**config.mk**
```make
export PLATFORM = sky130hd
export DESIGN_NAME = uart_irq_ident
export DESIGN_NICKNAME = d
export VERILOG_FILES = /design/src/rtl/uirq_pkg.sv /design/src/rtl/uirq_rst_sync.sv /design/src/rtl/uirq_sticky.sv /design/src/rtl/uirq_prio.sv /design/src/rtl/uart_irq_ident.sv
export SDC_FILE = /design/constraint.sdc
export NUM_CORES = 1
export LEC_CHECK = 0
export CORE_AREA = 2 2 39 41
export CTS_BUF_LIST = sky130_fd_sc_hd__clkbuf_8
export DETAILED_ROUTE_END_ITERATION = 12
export DIE_AREA = 0 0 41 43
export PLACE_DENSITY = 0.73
export SETUP_SLACK_MARGIN = 0.2
export SLEW_MARGIN = 30
export SYNTH_ARGS = -nofsm -noshare
export SYNTH_HDL_FRONTEND = slang
export SYNTH_SLANG_ARGS = --single-unit
```
**constraint.sdc**
```tcl
create_clock -name clk -period 1.7 [get_ports clk]
set_input_delay 0.34 -clock clk [delete_from_list [all_inputs] [get_ports clk]]
set_output_delay 0.34 -clock clk [all_outputs]
set_load 0.1 [all_outputs]
```
**src/rtl/uirq_pkg.sv**
```systemverilog
package uirq_pkg;
  localparam int NSRC = 7;
  localparam int NEVT = 4;

  typedef enum logic [2:0] {
    S_LINE = 3'd0,
    S_TMO  = 3'd1,
    S_RDY  = 3'd2,
    S_THR  = 3'd3,
    S_MDM  = 3'd4,
    S_XSP  = 3'd5,
    S_FLOW = 3'd6,
    S_NONE = 3'd7
  } src_e;

  // event latch slots
  localparam int E_THR  = 0;
  localparam int E_XOFF = 1;
  localparam int E_SPEC = 2;
  localparam int E_FLOW = 3;

  function automatic logic [5:0] src_code(src_e s);
    case (s)
      S_LINE:  return 6'b000110;
      S_TMO:   return 6'b001100;
      S_RDY:   return 6'b000100;
      S_THR:   return 6'b000010;
      S_MDM:   return 6'b000000;
      S_XSP:   return 6'b010000;
      S_FLOW:  return 6'b100000;
      default: return 6'b000001;
    endcase
  endfunction
endpackage

```
**src/rtl/uirq_rst_sync.sv**
```systemverilog
module uirq_rst_sync #(
  parameter int STAGES = 2
) (
  input  logic clk,
  input  logic rst_n,
  output logic rst_sync_n
);
  logic [STAGES-1:0] sync_q;

  always_ff @(posedge clk or negedge rst_n) begin
    if (!rst_n) sync_q <= '0;
    else        sync_q <= {sync_q[STAGES-2:0], 1'b1};
  end

  assign rst_sync_n = sync_q[STAGES-1];
endmodule

```
**src/rtl/uirq_sticky.sv**
```systemverilog
module uirq_sticky (
  input  logic clk,
  input  logic rst_n,
  input  logic set_i,
  input  logic clr_i,
  output logic flag_o
);
  logic flag_q, flag_d, flag_en;

  // set takes precedence over clear in the same cycle
  always_comb begin
    flag_en = set_i | clr_i;
    flag_d  = set_i;
  end

  always_ff @(posedge clk or negedge rst_n) begin
    if (!rst_n)       flag_q <= 1'b0;
    else if (flag_en) flag_q <= flag_d;
  end

  assign flag_o = flag_q;

  a_r5_set_latches: assert property (@(posedge clk) disable iff (!rst_n)
    set_i |=> flag_q);
endmodule

```
**src/rtl/uirq_prio.sv**
```systemverilog
module uirq_prio
  import uirq_pkg::*;
#(
  parameter int N = NSRC
) (
  input  logic [N-1:0] req_i,
  output src_e         sel_o
);
  always_comb begin
    sel_o = S_NONE;
    for (int i = N - 1; i >= 0; i--) begin
      if (req_i[i]) sel_o = src_e'(i);
    end
  end
endmodule

```
**src/rtl/uart_irq_ident.sv**
```systemverilog
module uart_irq_ident
  import uirq_pkg::*;
(
  input  logic            clk,
  input  logic            rst_n,
  input  logic            line_err_i,
  input  logic            rx_tmo_i,
  input  logic            rx_rdy_i,
  input  logic            tx_rdy_pls_i,
  input  logic            modem_chg_i,
  input  logic            xoff_hit_i,
  input  logic            spec_hit_i,
  input  logic            flow_drop_i,
  input  logic [NSRC-1:0] src_en_i,
  input  logic            enh_en_i,
  input  logic            fifo_en_i,
  input  logic            stat_rd_i,
  input  logic            rx_char_i,
  output logic [7:0]      stat_o,
  output logic            irq_o
);
  logic            rst_sync_n;
  logic [NEVT-1:0] evt_set, evt_clr, evt_q;
  logic [NSRC-1:0] raw_req, req;
  src_e            sel;
  logic            rd_thr, rd_xsp, rd_flow;

  uirq_rst_sync #(.STAGES(2)) u_rst (
    .clk(clk), .rst_n(rst_n), .rst_sync_n(rst_sync_n)
  );

  // reads clear only the source they reported
  always_comb begin
    rd_thr  = stat_rd_i && (sel == S_THR);
    rd_xsp  = stat_rd_i && (sel == S_XSP);
    rd_flow = stat_rd_i && (sel == S_FLOW);

    evt_set         = '0;
    evt_set[E_THR]  = tx_rdy_pls_i;
    evt_set[E_XOFF] = xoff_hit_i  & enh_en_i;
    evt_set[E_SPEC] = spec_hit_i  & enh_en_i;
    evt_set[E_FLOW] = flow_drop_i & enh_en_i;

    evt_clr         = '0;
    evt_clr[E_THR]  = rd_thr;
    evt_clr[E_XOFF] = rd_xsp  | ~enh_en_i;
    evt_clr[E_SPEC] = rd_xsp  | rx_char_i | ~enh_en_i;
    evt_clr[E_FLOW] = rd_flow | ~enh_en_i;
  end

  for (genvar g = 0; g < NEVT; g++) begin : g_evt
    uirq_sticky u_flag (
      .clk(clk), .rst_n(rst_sync_n),
      .set_i(evt_set[g]), .clr_i(evt_clr[g]), .flag_o(evt_q[g])
    );
  end

  always_comb begin
    raw_req         = '0;
    raw_req[S_LINE] = line_err_i;
    raw_req[S_TMO]  = rx_tmo_i;
    raw_req[S_RDY]  = rx_rdy_i;
    raw_req[S_THR]  = evt_q[E_THR];
    raw_req[S_MDM]  = modem_chg_i;
    raw_req[S_XSP]  = (evt_q[E_XOFF] | evt_q[E_SPEC]) & enh_en_i;
    raw_req[S_FLOW] = evt_q[E_FLOW] & enh_en_i;
    req             = raw_req & src_en_i;
  end

  uirq_prio #(.N(NSRC)) u_prio (.req_i(req), .sel_o(sel));

  assign stat_o = {{2{fifo_en_i}}, src_code(sel)};
  assign irq_o  = |req;

  a_r11_irq_vs_bit0: assert property (@(posedge clk) disable iff (!rst_sync_n)
    irq_o != stat_o[0]);
  a_r9_enh_off_quiet: assert property (@(posedge clk) disable iff (!rst_sync_n)
    !enh_en_i |-> stat_o[5:4] == 2'b00);
  a_r3_line_masked: assert property (@(posedge clk) disable iff (!rst_sync_n)
    !src_en_i[S_LINE] |-> stat_o[3:0] != 4'b0110);
  a_r5_thr_read_clear: assert property (@(posedge clk) disable iff (!rst_sync_n)
    (stat_rd_i && stat_o[5:0] == 6'b000010 && !tx_rdy_pls_i) |=> !evt_q[E_THR]);
  a_r7_spec_auto_clear: assert property (@(posedge clk) disable iff (!rst_sync_n)
    (rx_char_i && !spec_hit_i) |=> !evt_q[E_SPEC]);
  a_r4_fifo_bits: assert property (@(posedge clk) disable iff (!rst_sync_n)
    stat_o[7] == fifo_en_i && stat_o[6] == fifo_en_i);
endmodule

```
## Word-level counts from Yosys, hierarchy flattened

Index checks and enable logic that the tools add are counted.

- Bits in registers: 6
- Input bits: 21
- Output and inout port bits: 9
- Word-level logic and storage cells: 40

- Eq/ne operators: 6
- Multiplexer cells: 8
- Bitwise logic cells: 16
- Reductions and logical operators: 5

Operators by type and width:

| operator | count |
|---|---|
| case mux 6 bit (7 select lines) | 1 |
| 2-to-1 mux 3 bit | 4 |
| equality test 3 bit (second input constant) | 3 |
| bitwise OR 1 bit | 9 |
| bitwise AND 7 bit | 1 |
| OR reduction 7 bit | 1 |
| equality test 3 x 2 -> 1 bit (second input constant) | 2 |
| bitwise AND 1 bit | 5 |
| 2-to-1 mux 2 bit | 2 |
| equality test 3 x 1 -> 1 bit (second input constant) | 1 |
| logical AND 1 bit | 3 |
| zero test 3 bit | 1 |
| 2-to-1 mux 1 bit | 1 |
| inverter 1 bit | 1 |

## Depth between registers and ports, before layout

- Depth in word-level cells: 15
- Depth in mapped cells: 5
- Mapped depth without buffers: 4

## Modules after synthesis

A second synthesis with hierarchy kept.

- Cells, all modules: 54
- Area, all modules: 446.7 um2

Modules (own cells, without submodules):

| module | instances | cells each | area an instance (um2) | seq. area each (um2) |
|---|---|---|---|---|
| uart_irq_ident | 1 | 30 | 197.7 | 0.0 |
| uirq_sticky | 4 | 3 | 36.3 | 25.0 |
| uirq_rst_sync | 1 | 3 | 53.8 | 50.0 |
| uirq_prio | 1 | 9 | 50.0 | 0.0 |

## Worst setup path after synthesis

Ideal clock, no wire load.

- Path kind: input -> register
- Start: in rx_rdy_i
- End: reg g_evt[3].u_flag.flag_q
- Data arrival time: 3.429 ns
- Path slack: -1.968 ns
- Cell stages on the path: 4
- Cells stage by stage: a222oi_1 nand2_1 nor3b_1 a31oi_1

- Word-level cells in the longest chain between the ends: 8

Ends and longest elaborated chain:

| what | line | text |
|---|---|---|
| start: declaration | uart_irq_ident.sv:8 | `input logic rx_rdy_i,` |
| bitwise AND 7 bit | uart_irq_ident.sv:67 | `req = raw_req & src_en_i;` |
| 2-to-1 mux 3 bit (3 in a row) | uirq_prio.sv:12 | `if (req_i[i]) sel_o = src_e'(i);` |
| equality test 3 bit | uart_irq_ident.sv:36 | `rd_flow = stat_rd_i && (sel == S_FLOW);` |
| logical AND 1 bit | uart_irq_ident.sv:36 |  |
| bitwise OR 1 bit | uart_irq_ident.sv:48 | `evt_clr[E_FLOW] = rd_flow \| ~enh_en_i;` |
| bitwise OR 1 bit | uirq_sticky.sv:12 | `flag_en = set_i \| clr_i;` |
| end signal: assignment | uirq_sticky.sv:18 | `else if (flag_en) flag_q <= flag_d;` |
| end: declaration | uirq_sticky.sv:8 | `logic flag_q, flag_d, flag_en;` |

Every way passes these cells.
A chain may end at the register's enable or synchronous reset.

## Worst setup path in the final report

- Start: in modem_chg_i
- End: out stat_o[0]

- Word-level cells in the longest chain between the ends: 8

Ends and longest elaborated chain:

| what | line | text |
|---|---|---|
| start: declaration | uart_irq_ident.sv:10 | `input logic modem_chg_i,` |
| bitwise AND 7 bit (*) | uart_irq_ident.sv:67 |  |
| 2-to-1 mux 2 bit (*) | uirq_prio.sv:12 |  |
| 2-to-1 mux 3 bit (*) (4 in a row) | uirq_prio.sv:12 |  |
| equality test 3 bit, or another cell as far along | uirq_pkg.sv:23 | `case (s)` |
| case mux 6 bit (7 select lines) (*) | uirq_pkg.sv:23 |  |
| end: declaration | uart_irq_ident.sv:19 | `output logic [7:0] stat_o,` |

Mark *: on every way between the ends. The rest lies on a longest branch, timed or not.

==> qor.txt <==
Post-Syn Area: 352.8 um^2
synthesis-stage register bit count: 6
largest cells by area after synthesis: dfrtp_1 (43%), nand2_1 (12%), o21ai_0 (8.5%), buf_4 (4.3%), inv_1 (4.3%)
PwrDens: 700.2 nW/um^2
Routed Antenna Nets: 0
Avg WL per Cell: 13.12 um
antenna violations before repair: 0
layout cells sized above 1: 53.49%
Critical Path Fanout Max: 2
Hold Path Class: reg -> async
fin crit period: 2.027 ns
area delta synth->final: 163.5%
clk_lat worst skew: 0.22 ns
Port Buffers: 26
synth warn: 0
Die X: 41 um
sequential-to-total area share from yosys stat: 42.55%
Post-synth EDFFs: 0
Detailed Route WL: 1338 um
Post-synth ARST share: 100.0%
CTS tree: yes
WL met2: 764 um
cells after synthesis: 43
Layout Skew: 0.003053 ns
main flop type after synthesis: dfrtp_1
met3 routed WL: 60 um
cell area after layout: 929.6 um^2
fmax: 493.3 MHz
H-Tree Depth: 1
Num Clock Sinks: 6
RSZ-0062 raised after global routing: true
CTS root buffer: clkbuf_8
drt drc: 0
vias in the first global route: 496
Slew Limit Fails: 0
Highest Signal Layer: met4
FILL cells: 106
flop2flop setup slack: 0.06 ns
clock transition at the registers of the reported paths: 0.04 ns
CTS Buf Count: 3
setup ws final: -0.3270 ns
first-pass GRT wire length: 2139 um
Worst Path Class, Setup: in -> out
core area: 1384 um^2
initial DRC count: 15
Initial Utilization: 25.50%
n_diodes: 0
Vias: 480
max_cap viols: 0
Vias per Instance: 4.706
Max rail drop VDD: 0.5118 mV
Synth top area share: 42.55%
worst-case reg-to-reg path depth: 8
post-synth cell types: 18
R2R Path Start: g_evt[1].u_flag.flag_o$_DFFE_PN0P_
Tot GR Track Use: 18.27%
M1 WL: 500 um
Mapped Nets: 64
Worst R2R End: g_evt[3].u_flag.flag_o$_DFFE_PN0P_
Yosys top cell by area: dfrtp_1
post-DP HPWL: 995.2 um
failing checks: negative setup slack
worst-case clock buffer depth: 2
synth cell count leaders: nand2_1 (11), dfrtp_1 (6), o21ai_0 (6), inv_1 (4)
Arr. time, crit path: 1.69 ns
leakage: 0.4282 nW
largest net degree at the start of global routing: 5
FF/Latch Area: 150.1 um^2
Crit path required time: 1.36 ns
Die Height: 43 um
final setup violation count: 5
First-pass DRT Iterations: 5
I/O pin count: 30
final hold violations: 0
row cnt: 14
Avg Inst Size Synth: 8.206 um^2
die area: 1763 um^2
Setup crit start kind: input port
GPL Wtd Cong: 0.7915
grt ovf: 0
multi-input logic area: 240.2 um^2
placed cell area: 815.8 um^2
final-stage net count: 109
Crit. End Element: output pin
final hold slack: 0.05668 ns
most frequently used cell type in the post-synthesis netlist: nand2_1
Period Utilization, post-route: 119.2%
status: finished, violations left
-- how the worst max path moves through the flow --
stage | startpoint | endpoint | slack, ns
floorplan | rx_rdy_i | stat_o[0] | -0.60
global route | rx_rdy_i | stat_o[0] | -0.40
CTS | src_en_i[2] | stat_o[0] | -0.32
detailed placement | rx_rdy_i | stat_o[0] | -0.69
global placement | rx_rdy_i | stat_o[0] | -0.60
finish | modem_chg_i | stat_o[0] | -0.33
-- area by class of cell --
type,instances,area share (%)
timing repair buffer,43,49.13
multi-input combinational,30,25.84
sequential,6,16.15
clock buffer,3,4.441
inverter,4,2.288
tap,16,2.153
-- per-layer routing --
metal  vias up  track usage, %
li1        236               -
met1       227           21.33
met2        15           31.56
met3         2           2.094
met4         0           7.333
met5         -               0
-- layout by cell type (no fill, tap or decap) --
cell | Yosys | routed
dfrtp_1 | 6 | 6
dlygate4sd2_1 | 0 | 3
nor3b_4 | 0 | 2
a21o_1 | 1 | 1
a21oi_4 | 0 | 1
clkbuf_8 | 0 | 3
a31oi_1 | 1 | 1
clkinvlp_4 | 0 | 1
inv_4 | 0 | 1
buf_12 | 0 | 7
clkdlybuf4s15_2 | 0 | 1
nand2_1 | 11 | 10
o21ai_2 | 0 | 1
buf_4 | 2 | 12
buf_2 | 0 | 4
a222oi_1 | 1 | 1
nand2_2 | 0 | 1
o21ai_4 | 0 | 1
clkdlybuf4s15_1 | 0 | 1
conb_1 | 1 | 1
buf_6 | 0 | 7
inv_1 | 4 | 2
o21ai_1 | 0 | 3
or3_4 | 1 | 1
o21ai_0 | 6 | 1
nor4_4 | 0 | 1
a22o_2 | 1 | 1
a41o_1 | 1 | 1
clkdlybuf4s50_1 | 0 | 8
nand3b_1 | 1 | 1
nand3_2 | 0 | 1
-- where the power goes --
group | leakage [nW] | internal (mW) | switching [mW] | total [mW]
registers | 0.0700 | 0.153 | 0.00700 | 0.160
clock network | 0.0216 | 0.152 | 0.0555 | 0.207
logic | 0.337 | 0.136 | 0.148 | 0.284
total | 0.428 | 0.440 | 0.210 | 0.651
-- worst max-delay path, cell delays in order --
cell and delay, ns:
clkdlybuf4s15_2 0.19, a22o_2 0.25, a41o_1 0.22, or3_4 0.42, clkinvlp_4 0.10, buf_12 0.16
-- flip-flops by register name (all words and copies together) (netlist names) --
signal,flops
u_rst.sync_q,2
g_evt.u_flag.flag_o,4
-- logic make-up (layout without fill, tap and decap cells) --
family          count (synthesis)  count (layout)  synth area share (%)
other cells                     1               1                 1.063
compound gates                 12              12                 22.34
flops                           6               6                 42.55
simple gates                   17              17                 24.47
buf+inv                         7              50                 9.571
-- stage by stage --
stage	util, %	instances	setup slack (ns)	total power [mW]	TNS [ns]
after CTS	64.20	100	-0.3183	0.6369	-1.019
after global placement	58.95	93	-0.5970	0.4108	-3.447
after floorplan	-	43	-0.5959	0.3057	-2.296
final	67.18	102	-0.3270	0.6509	-1.096
after detailed placement	58.95	93	-0.6923	0.4153	-4.381
after global routing	67.18	102	-0.4026	0.6835	-1.598
-- what timing repair did --
item / in CTS / in global routing
resized for setup: 42 / 8
hold buffers: 0 / 0
buffers inserted: 4 / 2
pin swaps: 6 / 7
setup endpoints to repair: 11 / 10
Note: power is estimated with default switching activity, not from simulation.
